### src/rtl/tsearch_pkg.sv
package tsearch_pkg;

    localparam int MAC_W    = 48;
    localparam int VID_W    = 12;
    localparam int KEY_W    = 64;
    localparam int VID_LO   = 48;
    localparam int TYPE_LO  = 60;
    localparam int UKIND_LO = 62;
    localparam int MCAST_B  = 40;

    typedef enum logic [1:0] {
        K_NONE  = 2'd0,
        K_MATCH = 2'd1,
        K_FREE  = 2'd2,
        K_AGED  = 2'd3
    } kind_e;

    typedef enum logic [2:0] {
        S_IDLE,
        S_FETCH,
        S_EVAL,
        S_WRITE,
        S_FINISH
    } state_e;

    localparam logic [1:0] OP_INSERT = 2'd1;

endpackage

### src/rtl/tsearch_classify.sv
module tsearch_classify
    import tsearch_pkg::*;
(
    input  logic [KEY_W-1:0] entry,
    input  logic [MAC_W-1:0] key_mac,
    input  logic [VID_W-1:0] key_vid,
    output logic             addr_hit,
    output logic             vlan_hit,
    output logic             slot_free,
    output logic             slot_aged
);
    logic [1:0]       etype;
    logic [1:0]       ukind;
    logic [VID_W-1:0] evid;
    logic             is_addr;
    logic             vid_eq;

    always_comb begin
        etype     = entry[TYPE_LO +: 2];
        ukind     = entry[UKIND_LO +: 2];
        evid      = entry[VID_LO +: VID_W];
        is_addr   = (etype == 2'd1) || (etype == 2'd3);
        vid_eq    = (evid == key_vid);
        addr_hit  = is_addr && vid_eq && (entry[MAC_W-1:0] == key_mac);
        vlan_hit  = (etype == 2'd2) && vid_eq;
        slot_free = (etype == 2'd0);
        slot_aged = is_addr && !entry[MCAST_B] &&
                    ((ukind == 2'd1) || (ukind == 2'd3));
    end

endmodule

### src/rtl/tsearch_first_hit.sv
module tsearch_first_hit #(
    parameter int IDX_W = 4
) (
    input  logic             clk,
    input  logic             rst_n,
    input  logic             clear,
    input  logic             sample,
    input  logic             hit,
    input  logic [IDX_W-1:0] idx,
    output logic             seen_nxt,
    output logic [IDX_W-1:0] pos_nxt
);
    logic             seen_q;
    logic [IDX_W-1:0] pos_q;

    always_comb begin
        seen_nxt = seen_q;
        pos_nxt  = pos_q;
        if (sample && hit && !seen_q) begin
            seen_nxt = 1'b1;
            pos_nxt  = idx;
        end
    end

    always_ff @(posedge clk or negedge rst_n) begin
        if (!rst_n) begin
            seen_q <= 1'b0;
            pos_q  <= '0;
        end else if (clear) begin
            seen_q <= 1'b0;
            pos_q  <= '0;
        end else begin
            seen_q <= seen_nxt;
            pos_q  <= pos_nxt;
        end
    end

endmodule

### src/rtl/tsearch_engine.sv
module tsearch_engine
    import tsearch_pkg::*;
#(
    parameter  int ENTRY_W = 72,
    parameter  int DEPTH   = 16,
    localparam int IDX_W   = (DEPTH > 1) ? $clog2(DEPTH) : 1
) (
    input  logic               clk,
    input  logic               rst_n,
    input  logic               start,
    input  logic [1:0]         op,
    input  logic               use_vlan,
    input  logic [VID_W-1:0]   vid,
    input  logic [MAC_W-1:0]   mac,
    input  logic [ENTRY_W-1:0] new_entry,
    output logic               busy,
    output logic               done,
    output logic               found,
    output logic [IDX_W-1:0]   index,
    output logic [1:0]         kind,
    output logic               rd_en,
    output logic [IDX_W-1:0]   rd_addr,
    input  logic [ENTRY_W-1:0] rd_data,
    output logic               wr_en,
    output logic [IDX_W-1:0]   wr_addr,
    output logic [ENTRY_W-1:0] wr_data
);
    localparam int          NCAT     = 2;
    localparam int          CAT_FREE = 0;
    localparam int          CAT_AGED = 1;
    localparam [IDX_W-1:0]  LAST_IDX = IDX_W'(DEPTH - 1);

    state_e             state_q, state_n;
    logic [IDX_W-1:0]   idx_q;
    logic [1:0]         req_op;
    logic [MAC_W-1:0]   req_mac;
    logic [VID_W-1:0]   req_vid;
    logic [ENTRY_W-1:0] req_entry;
    logic               res_found;
    logic [IDX_W-1:0]   res_idx;
    kind_e              res_kind;

    logic addr_hit, vlan_hit, slot_free, slot_aged;
    logic is_ins, is_vlan, key_hit, at_last;
    logic scan_clear, scan_sample;
    logic [NCAT-1:0]  cat_hit;
    logic [NCAT-1:0]  cat_seen;
    logic [IDX_W-1:0] cat_pos [NCAT];
    logic             unused_hi;

    assign unused_hi = ^rd_data[ENTRY_W-1:KEY_W];

    tsearch_classify u_cls (
        .entry     (rd_data[KEY_W-1:0]),
        .key_mac   (req_mac),
        .key_vid   (req_vid),
        .addr_hit  (addr_hit),
        .vlan_hit  (vlan_hit),
        .slot_free (slot_free),
        .slot_aged (slot_aged)
    );

    assign cat_hit[CAT_FREE] = slot_free;
    assign cat_hit[CAT_AGED] = slot_aged;

    generate
        for (genvar g = 0; g < NCAT; g++) begin : g_cat
            tsearch_first_hit #(.IDX_W(IDX_W)) u_first (
                .clk      (clk),
                .rst_n    (rst_n),
                .clear    (scan_clear),
                .sample   (scan_sample),
                .hit      (cat_hit[g]),
                .idx      (idx_q),
                .seen_nxt (cat_seen[g]),
                .pos_nxt  (cat_pos[g])
            );
        end
    endgenerate

    always_comb begin
        is_ins      = (req_op == OP_INSERT);
        is_vlan     = req_op[1];
        key_hit     = is_vlan ? vlan_hit : addr_hit;
        at_last     = (idx_q == LAST_IDX);
        scan_clear  = (state_q == S_IDLE) && start;
        scan_sample = (state_q == S_EVAL) && is_ins;
    end

    // next state
    always_comb begin
        state_n = state_q;
        unique case (state_q)
            S_IDLE:   if (start) state_n = S_FETCH;
            S_FETCH:  state_n = S_EVAL;
            S_EVAL: begin
                if (key_hit)
                    state_n = is_ins ? S_WRITE : S_FINISH;
                else if (at_last)
                    state_n = (is_ins && (cat_seen[CAT_FREE] || cat_seen[CAT_AGED]))
                              ? S_WRITE : S_FINISH;
                else
                    state_n = S_FETCH;
            end
            S_WRITE:  state_n = S_FINISH;
            S_FINISH: state_n = S_IDLE;
            default:  state_n = S_IDLE;
        endcase
    end

    // state register
    always_ff @(posedge clk or negedge rst_n) begin
        if (!rst_n) state_q <= S_IDLE;
        else        state_q <= state_n;
    end

    // request and result registers
    always_ff @(posedge clk or negedge rst_n) begin
        if (!rst_n) begin
            idx_q     <= '0;
            req_op    <= '0;
            req_mac   <= '0;
            req_vid   <= '0;
            req_entry <= '0;
            res_found <= 1'b0;
            res_idx   <= '0;
            res_kind  <= K_NONE;
        end else begin
            unique case (state_q)
                S_IDLE: begin
                    if (start) begin
                        idx_q     <= '0;
                        req_op    <= op;
                        req_mac   <= mac;
                        req_vid   <= (use_vlan || op[1]) ? vid : '0;
                        req_entry <= new_entry;
                        res_found <= 1'b0;
                        res_idx   <= '0;
                        res_kind  <= K_NONE;
                    end
                end
                S_EVAL: begin
                    if (key_hit) begin
                        res_found <= 1'b1;
                        res_idx   <= idx_q;
                        res_kind  <= K_MATCH;
                    end else if (at_last) begin
                        if (is_ins && cat_seen[CAT_FREE]) begin
                            res_found <= 1'b1;
                            res_idx   <= cat_pos[CAT_FREE];
                            res_kind  <= K_FREE;
                        end else if (is_ins && cat_seen[CAT_AGED]) begin
                            res_found <= 1'b1;
                            res_idx   <= cat_pos[CAT_AGED];
                            res_kind  <= K_AGED;
                        end
                    end else begin
                        idx_q <= idx_q + 1'b1;
                    end
                end
                default: ;
            endcase
        end
    end

    // outputs
    always_comb begin
        busy    = (state_q != S_IDLE);
        done    = (state_q == S_FINISH);
        rd_en   = (state_q == S_FETCH);
        rd_addr = idx_q;
        wr_en   = (state_q == S_WRITE);
        wr_addr = res_idx;
        wr_data = req_entry;
        found   = res_found;
        index   = res_idx;
        kind    = res_kind;
    end

    assert_done_pulse_R10: assert property (@(posedge clk) disable iff (!rst_n)
        done |=> !done);

    assert_hold_results_R10: assert property (@(posedge clk) disable iff (!rst_n)
        (!busy && !start) |=> ($stable(found) && $stable(index) && $stable(kind)));

    assert_write_then_done_R7: assert property (@(posedge clk) disable iff (!rst_n)
        wr_en |=> (done && found));

    assert_fail_no_write_R8: assert property (@(posedge clk) disable iff (!rst_n)
        (done && !found) |-> !$past(wr_en));

    assert_fetch_spacing_R5: assert property (@(posedge clk) disable iff (!rst_n)
        rd_en |=> !rd_en);

    assert_kind_found_R6: assert property (@(posedge clk) disable iff (!rst_n)
        done |-> (found == (kind != 2'd0)));

endmodule

### config.mk
export PLATFORM = sky130hd
export DESIGN_NAME = tsearch_engine
export DESIGN_NICKNAME = d
export VERILOG_FILES = /design/src/rtl/tsearch_pkg.sv /design/src/rtl/tsearch_classify.sv /design/src/rtl/tsearch_first_hit.sv /design/src/rtl/tsearch_engine.sv
export SDC_FILE = /design/constraint.sdc
export NUM_CORES = 1
export LEC_CHECK = 0
export ABC_AREA = 1
export ABC_CLOCK_PERIOD_IN_PS = 4400
export BUFFER_PORTS_ARGS = -buffer_cell sky130_fd_sc_hd__buf_2
export CAP_MARGIN = 0
export CORE_MARGIN = 8
export CORE_UTILIZATION = 45
export CTS_CLUSTER_DIAMETER = 30
export DETAILED_ROUTE_END_ITERATION = 6
export MAX_ROUTING_LAYER = met4
export PLACE_DENSITY = 0.75
export RECOVER_POWER = 25
export SLEW_MARGIN = 20
export SYNTH_ARGS = -nofsm -noshare
export SYNTH_HDL_FRONTEND = slang
export SYNTH_SLANG_ARGS = --single-unit
### constraint.sdc
create_clock -name clk -period 4.4 [get_ports clk]
set_clock_uncertainty 0.05 [all_clocks]
set_input_delay 0.44 -clock clk [delete_from_list [all_inputs] [get_ports clk]]
set_output_delay 0.44 -clock clk [all_outputs]
set_load 0.02 [all_outputs]
==> report_table.html <==
<table>
<tr><th>Metric</th><th>Value</th></tr>
<tr><th colspan="2">Status</th></tr>
<tr><td>Status</td><td>finished with violations</td></tr>
<tr><td>Violated checks</td><td>capacitance limit, slew limit</td></tr>
<tr><th colspan="2">Detailed routing</th></tr>
<tr><td>Post-DRT Antenna Nets</td><td>0</td></tr>
<tr><td>Number of vias after detailed routing</td><td>a little under 7000</td></tr>
<tr><td>DRC violations left</td><td>0</td></tr>
<tr><td>Detail-routed via count per cell</td><td>4.58</td></tr>
<tr><td>Detailed-route wire length per cell</td><td>about 14 um</td></tr>
<tr><td>Violation count after the first detailed-route iteration</td><td>~370</td></tr>
<tr><td>First-pass iteration count of the detailed router</td><td>5</td></tr>
<tr><td>Overall routed net length</td><td>approximately 21000 um</td></tr>
<tr><th colspan="2">Placed design</th></tr>
<tr><td>Half-perimeter wire length after placement</td><td>15800 um</td></tr>
<tr><td>Post-placement worst setup slack</td><td>1.83 ns</td></tr>
<tr><td>Count of input and output buffers</td><td>a little under 300</td></tr>
<tr><td>Final weighted congestion in routability-driven placement</td><td>around 0.85</td></tr>
<tr><th colspan="2">STA</th></tr>
<tr><td>Slew at the pin with the worst max-slew slack</td><td>2.22 ns</td></tr>
<tr><td>Achievable Freq</td><td>between 300 and 400 MHz</td></tr>
<tr><td>Slew margin rel.</td><td>-48.3%</td></tr>
<tr><td>Pins Over Slew Limit</td><td>88</td></tr>
<tr><td>Total setup violations reported at the end of the flow</td><td>0</td></tr>
<tr><td>Final count of hold timing violations</td><td>0</td></tr>
<tr><td>Period utilisation layout</td><td>between 50 and 60%</td></tr>
<tr><td>Total negative setup slack</td><td>0 ns</td></tr>
<tr><td>Setup repair after global routing missed its margin</td><td>no</td></tr>
<tr><td>Shortest period the worst path allows</td><td>2.56 ns</td></tr>
<tr><td>Final worst slack</td><td>between 1.5 and 2 ns</td></tr>
<tr><th colspan="2">Floorplan</th></tr>
<tr><td>Die Wd</td><td>between 100 and 150 um</td></tr>
<tr><td>Cell row count</td><td>47</td></tr>
<tr><td>Effective utilization at floorplan</td><td>approximately 45%</td></tr>
<tr><td>Boundary Pins</td><td>about 300</td></tr>
<tr><td>DIE HEIGHT</td><td>~140 um</td></tr>
<tr><td>Core Box Area</td><td>about 16000 um2</td></tr>
<tr><td>Area enclosed by the die boundary</td><td>20800 um2</td></tr>
<tr><th colspan="2">GRT</th></tr>
<tr><td>Antenna violations before repair</td><td>1</td></tr>
<tr><td>Total congestion overflow after global routing</td><td>0</td></tr>
<tr><td>Routing layer with the top usage in global route</td><td>met2</td></tr>
<tr><td>Met3 usage</td><td>under 10%</td></tr>
<tr><td>Global routing usage on met1</td><td>approximately a quarter</td></tr>
<tr><td>Pin count of the biggest net entering global routing</td><td>96</td></tr>
<tr><td>Total Routing Usage GR</td><td>around a fifth</td></tr>
<tr><td>Met2 global-route usage</td><td>between 30% and 40%</td></tr>
<tr><td>Vias in the first global route</td><td>6817</td></tr>
<tr><td>Global-route wire length before repair</td><td>32800 um</td></tr>
<tr><th colspan="2">Setup path</th></tr>
<tr><td>Reg2reg setup slack</td><td>between 1.5 and 2 ns</td></tr>
<tr><td>Critical-path maximum fanout</td><td>between 70 and 80</td></tr>
<tr><td>Category of the worst setup path capture point</td><td>flop</td></tr>
<tr><td>Worst r2r src</td><td>rd_addr[1]</td></tr>
<tr><td>Data arrival time of the critical path</td><td>between 2 and 3 ns</td></tr>
<tr><td>Terminus of the critical flop-to-flop path</td><td>req_mac[0]</td></tr>
<tr><td>Critical path launch point</td><td>rd_addr[1]</td></tr>
<tr><td>Kind of launch point of the worst setup path</td><td>flop</td></tr>
<tr><td>Data required time at the worst endpoint</td><td>between 4 and 5 ns</td></tr>
<tr><td>Crit Path Category</td><td>reg2reg</td></tr>
<tr><td>Number of cells on the worst reg-to-reg path</td><td>10</td></tr>
<tr><th colspan="2">Synthesis</th></tr>
<tr><td>Post-synthesis cell type count</td><td>29</td></tr>
<tr><td>Post-Synthesis Mean Instance Area</td><td>approximately 7.6 um2</td></tr>
<tr><td>Gate count of the mapped netlist</td><td>just under 1000</td></tr>
<tr><td>Yosys Warn Count</td><td>0</td></tr>
<tr><td>Synth Register Bits</td><td>~160</td></tr>
<tr><td>Cell area after synthesis</td><td>~7400 um2</td></tr>
<tr><td>Register area share after synthesis</td><td>a little over half</td></tr>
<tr><td>Syn_nets</td><td>approximately 1200</td></tr>
<tr><th colspan="2">Flow run</th></tr>
<tr><td>Maxcap violations</td><td>1</td></tr>
<tr><th colspan="2">Clocking</th></tr>
<tr><td>Count of cells resized by post-cts repair</td><td>0</td></tr>
<tr><td>Hold buffer count at CTS</td><td>0</td></tr>
<tr><td>Clock Sink Count</td><td>between 150 and 200</td></tr>
<tr><td>Clock-pin transition on the worst setup and hold timing paths</td><td>about 0.070 ns</td></tr>
<tr><td>H-Tree Depth</td><td>4</td></tr>
<tr><td>Setup Fix Bufs, Post-CTS</td><td>0</td></tr>
<tr><td>CTS buffer count</td><td>17</td></tr>
<tr><td>Clock latency of the later-clocked register in the worst-skew pair</td><td>0.42 ns</td></tr>
<tr><td>CTS Root Buffer Type</td><td>sky130_fd_sc_hd__clkbuf_16</td></tr>
<tr><td>Clk buf depth</td><td>2</td></tr>
<tr><td>CTS tree</td><td>built</td></tr>
<tr><th colspan="2">Finish</th></tr>
<tr><td>Area added between synthesis and finish</td><td>29.5%</td></tr>
<tr><td>Core utilization of the finished layout</td><td>58.5%</td></tr>
<tr><td># nets final</td><td>roughly 1500</td></tr>
<tr><td>Fraction of layout instances using a drive strength above 1</td><td>between 20% and 30%</td></tr>
<tr><th colspan="2">Hold path</th></tr>
<tr><td>Sink of the worst hold path</td><td>wr_data[6]</td></tr>
<tr><td>Cell depth of the worst min-delay path</td><td>3</td></tr>
<tr><td>HP Class</td><td>in2reg</td></tr>
<tr><td>HP Start</td><td>new_entry[6]</td></tr>
<tr><th colspan="2">Power</th></tr>
<tr><td>Leakage</td><td>roughly 5.6 nW</td></tr>
<tr><td>Largest vdd supply drop</td><td>~420 uV</td></tr>
<tr><td>Pwr Density</td><td>around 750 nW/um2</td></tr>
</table>
-- how the worst max path moves through the flow --
| stage | end | slack, ns | cells past startpoint |
|---|---|---|---|
| finish | req_mac[0] | 1.84 | 10 |
| global route | wr_data[3] | 1.53 | 10 |
| CTS | req_vid[9] | 1.81 | 10 |
| detailed placement | req_vid[9] | 1.83 | 10 |
| global placement | req_vid[4] | 1.83 | 10 |
| floorplan | req_mac[23] | 2.56 | 10 |
-- worst max-delay path, cell delays in order (launching register included) --
cell and delay (ns):
sky130_fd_sc_hd__dfrtp_1 0.45, sky130_fd_sc_hd__ha_1 0.21, sky130_fd_sc_hd__nand2_1 0.07, sky130_fd_sc_hd__nor2_1 0.16, sky130_fd_sc_hd__inv_1 0.09, sky130_fd_sc_hd__o21ai_2 0.21
sky130_fd_sc_hd__nor2_4 0.07, sky130_fd_sc_hd__inv_2 0.28, sky130_fd_sc_hd__buf_4 0.65, sky130_fd_sc_hd__nand2_1 0.11, sky130_fd_sc_hd__nand2_1 0.09
-- flip-flops by register name, summed over array words and instances (netlist names) --
signal,cells
found,1
g_cat.u_first.pos_q,8
g_cat.u_first.seen_q,2
index,4
kind,2
rd_addr,4
req_mac,48
req_op,2
req_vid,12
state_q,3
wr_data,72
-- through the flow --
| stage | total power, mW | std cells | hold WS (ns) | cell area, um2 |
|---|---|---|---|---|
| 2_1_floorplan | 4.78 | 972 | 0.0944 | 7390 |
| 3_3_place_gp | 5.56 | 1451 | 0.398 | 8950 |
| 3_5_place_dp | 5.66 | 1451 | 0.403 | 8950 |
| 4_1_cts | 7.25 | 1482 | 0.0642 | 9570 |
| 5_1_grt | 7.76 | 1483 | 0.155 | 9570 |
| 6_report | 7.15 | 1483 | 0.164 | 9570 |
-- routing by layer --
metal	up-vias	routed length, um	part of all wire [%]
met5	-	0	0
met4	0	337	1.6
met3	24	1630	7.8
met2	218	9950	47
met1	3040	9060	43
li1	3506	-	-
-- synth_stat cells, drive strengths merged --
master	number	area, um2
a21oi	6	33.8
a22o	1	8.76
a31oi	1	6.26
buf	31	201
clkbuf	5	18.8
dfrtp	158	3950
ha	1	12.5
inv	101	379
nand2	487	1840
nand3	26	130
nand3b	1	7.51
nand4	6	37.5
nor2	59	249
nor3	1	5.00
o21ai	68	348
o22ai	6	37.5
or2	1	6.26
xnor2	8	70.1
xor2	5	43.8
-- logic make-up after synthesis --
family / count (synthesis) / synth area share (%)
simple gates: 581 / 30.8
flops: 158 / 53.5
buf+inv: 137 / 8.11
compound gates: 82 / 5.87
xor+xnor: 13 / 1.54
fa+ha+maj: 1 / 0.169
-- power breakdown --
group          leakage (nW)  internal (mW)  total, mW  switching (mW)
Combinational          3.27          0.978       3.15            2.17
Clock                 0.307          0.917       1.56           0.640
Sequential             1.98           2.12       2.45           0.331
Total                  5.56           4.01       7.15            3.14
-- layout by cell type, fill, tap and decap left out, types with 2 or more instances in the layout --
cell                        Yosys  routed
sky130_fd_sc_hd__nand2_1      483     483
sky130_fd_sc_hd__buf_2         11     290
sky130_fd_sc_hd__dfrtp_1      158     158
sky130_fd_sc_hd__inv_1         95      95
sky130_fd_sc_hd__nor2_1        54      54
sky130_fd_sc_hd__o21ai_0       42      42
sky130_fd_sc_hd__nand3_1       26      26
sky130_fd_sc_hd__o21ai_1       24      24
sky130_fd_sc_hd__clkbuf_16      0      17
sky130_fd_sc_hd__xnor2_1        8       8
sky130_fd_sc_hd__inv_2          6       6
sky130_fd_sc_hd__o22ai_1        6       6
sky130_fd_sc_hd__nand4_1        6       6
sky130_fd_sc_hd__a21oi_1        5       5
sky130_fd_sc_hd__xor2_1         5       5
sky130_fd_sc_hd__inv_6          0       5
sky130_fd_sc_hd__inv_8          0       4
sky130_fd_sc_hd__nor2_4         3       3
sky130_fd_sc_hd__nand2_2        3       3
sky130_fd_sc_hd__bufinv_16      0       3
sky130_fd_sc_hd__buf_4         19       3
sky130_fd_sc_hd__o21ai_2        2       2
sky130_fd_sc_hd__nor2_2         2       2
sky130_fd_sc_hd__clkinv_4       0       2
-- area by class of cell --
| type | instances | area (um2) |
|---|---|---|
| multi-input combinational | 677 | 2840 |
| sequential | 158 | 3950 |
| clock buffer | 17 | 425 |
| fill | 1531 | 6780 |
| tap | 220 | 275 |
| clock inverter | 14 | 196 |
| timing repair buffer | 295 | 1500 |
| antenna | 1 | 2.50 |
| inverter | 101 | 379 |
No activity file was read; power rests on OpenSTA's default activity.
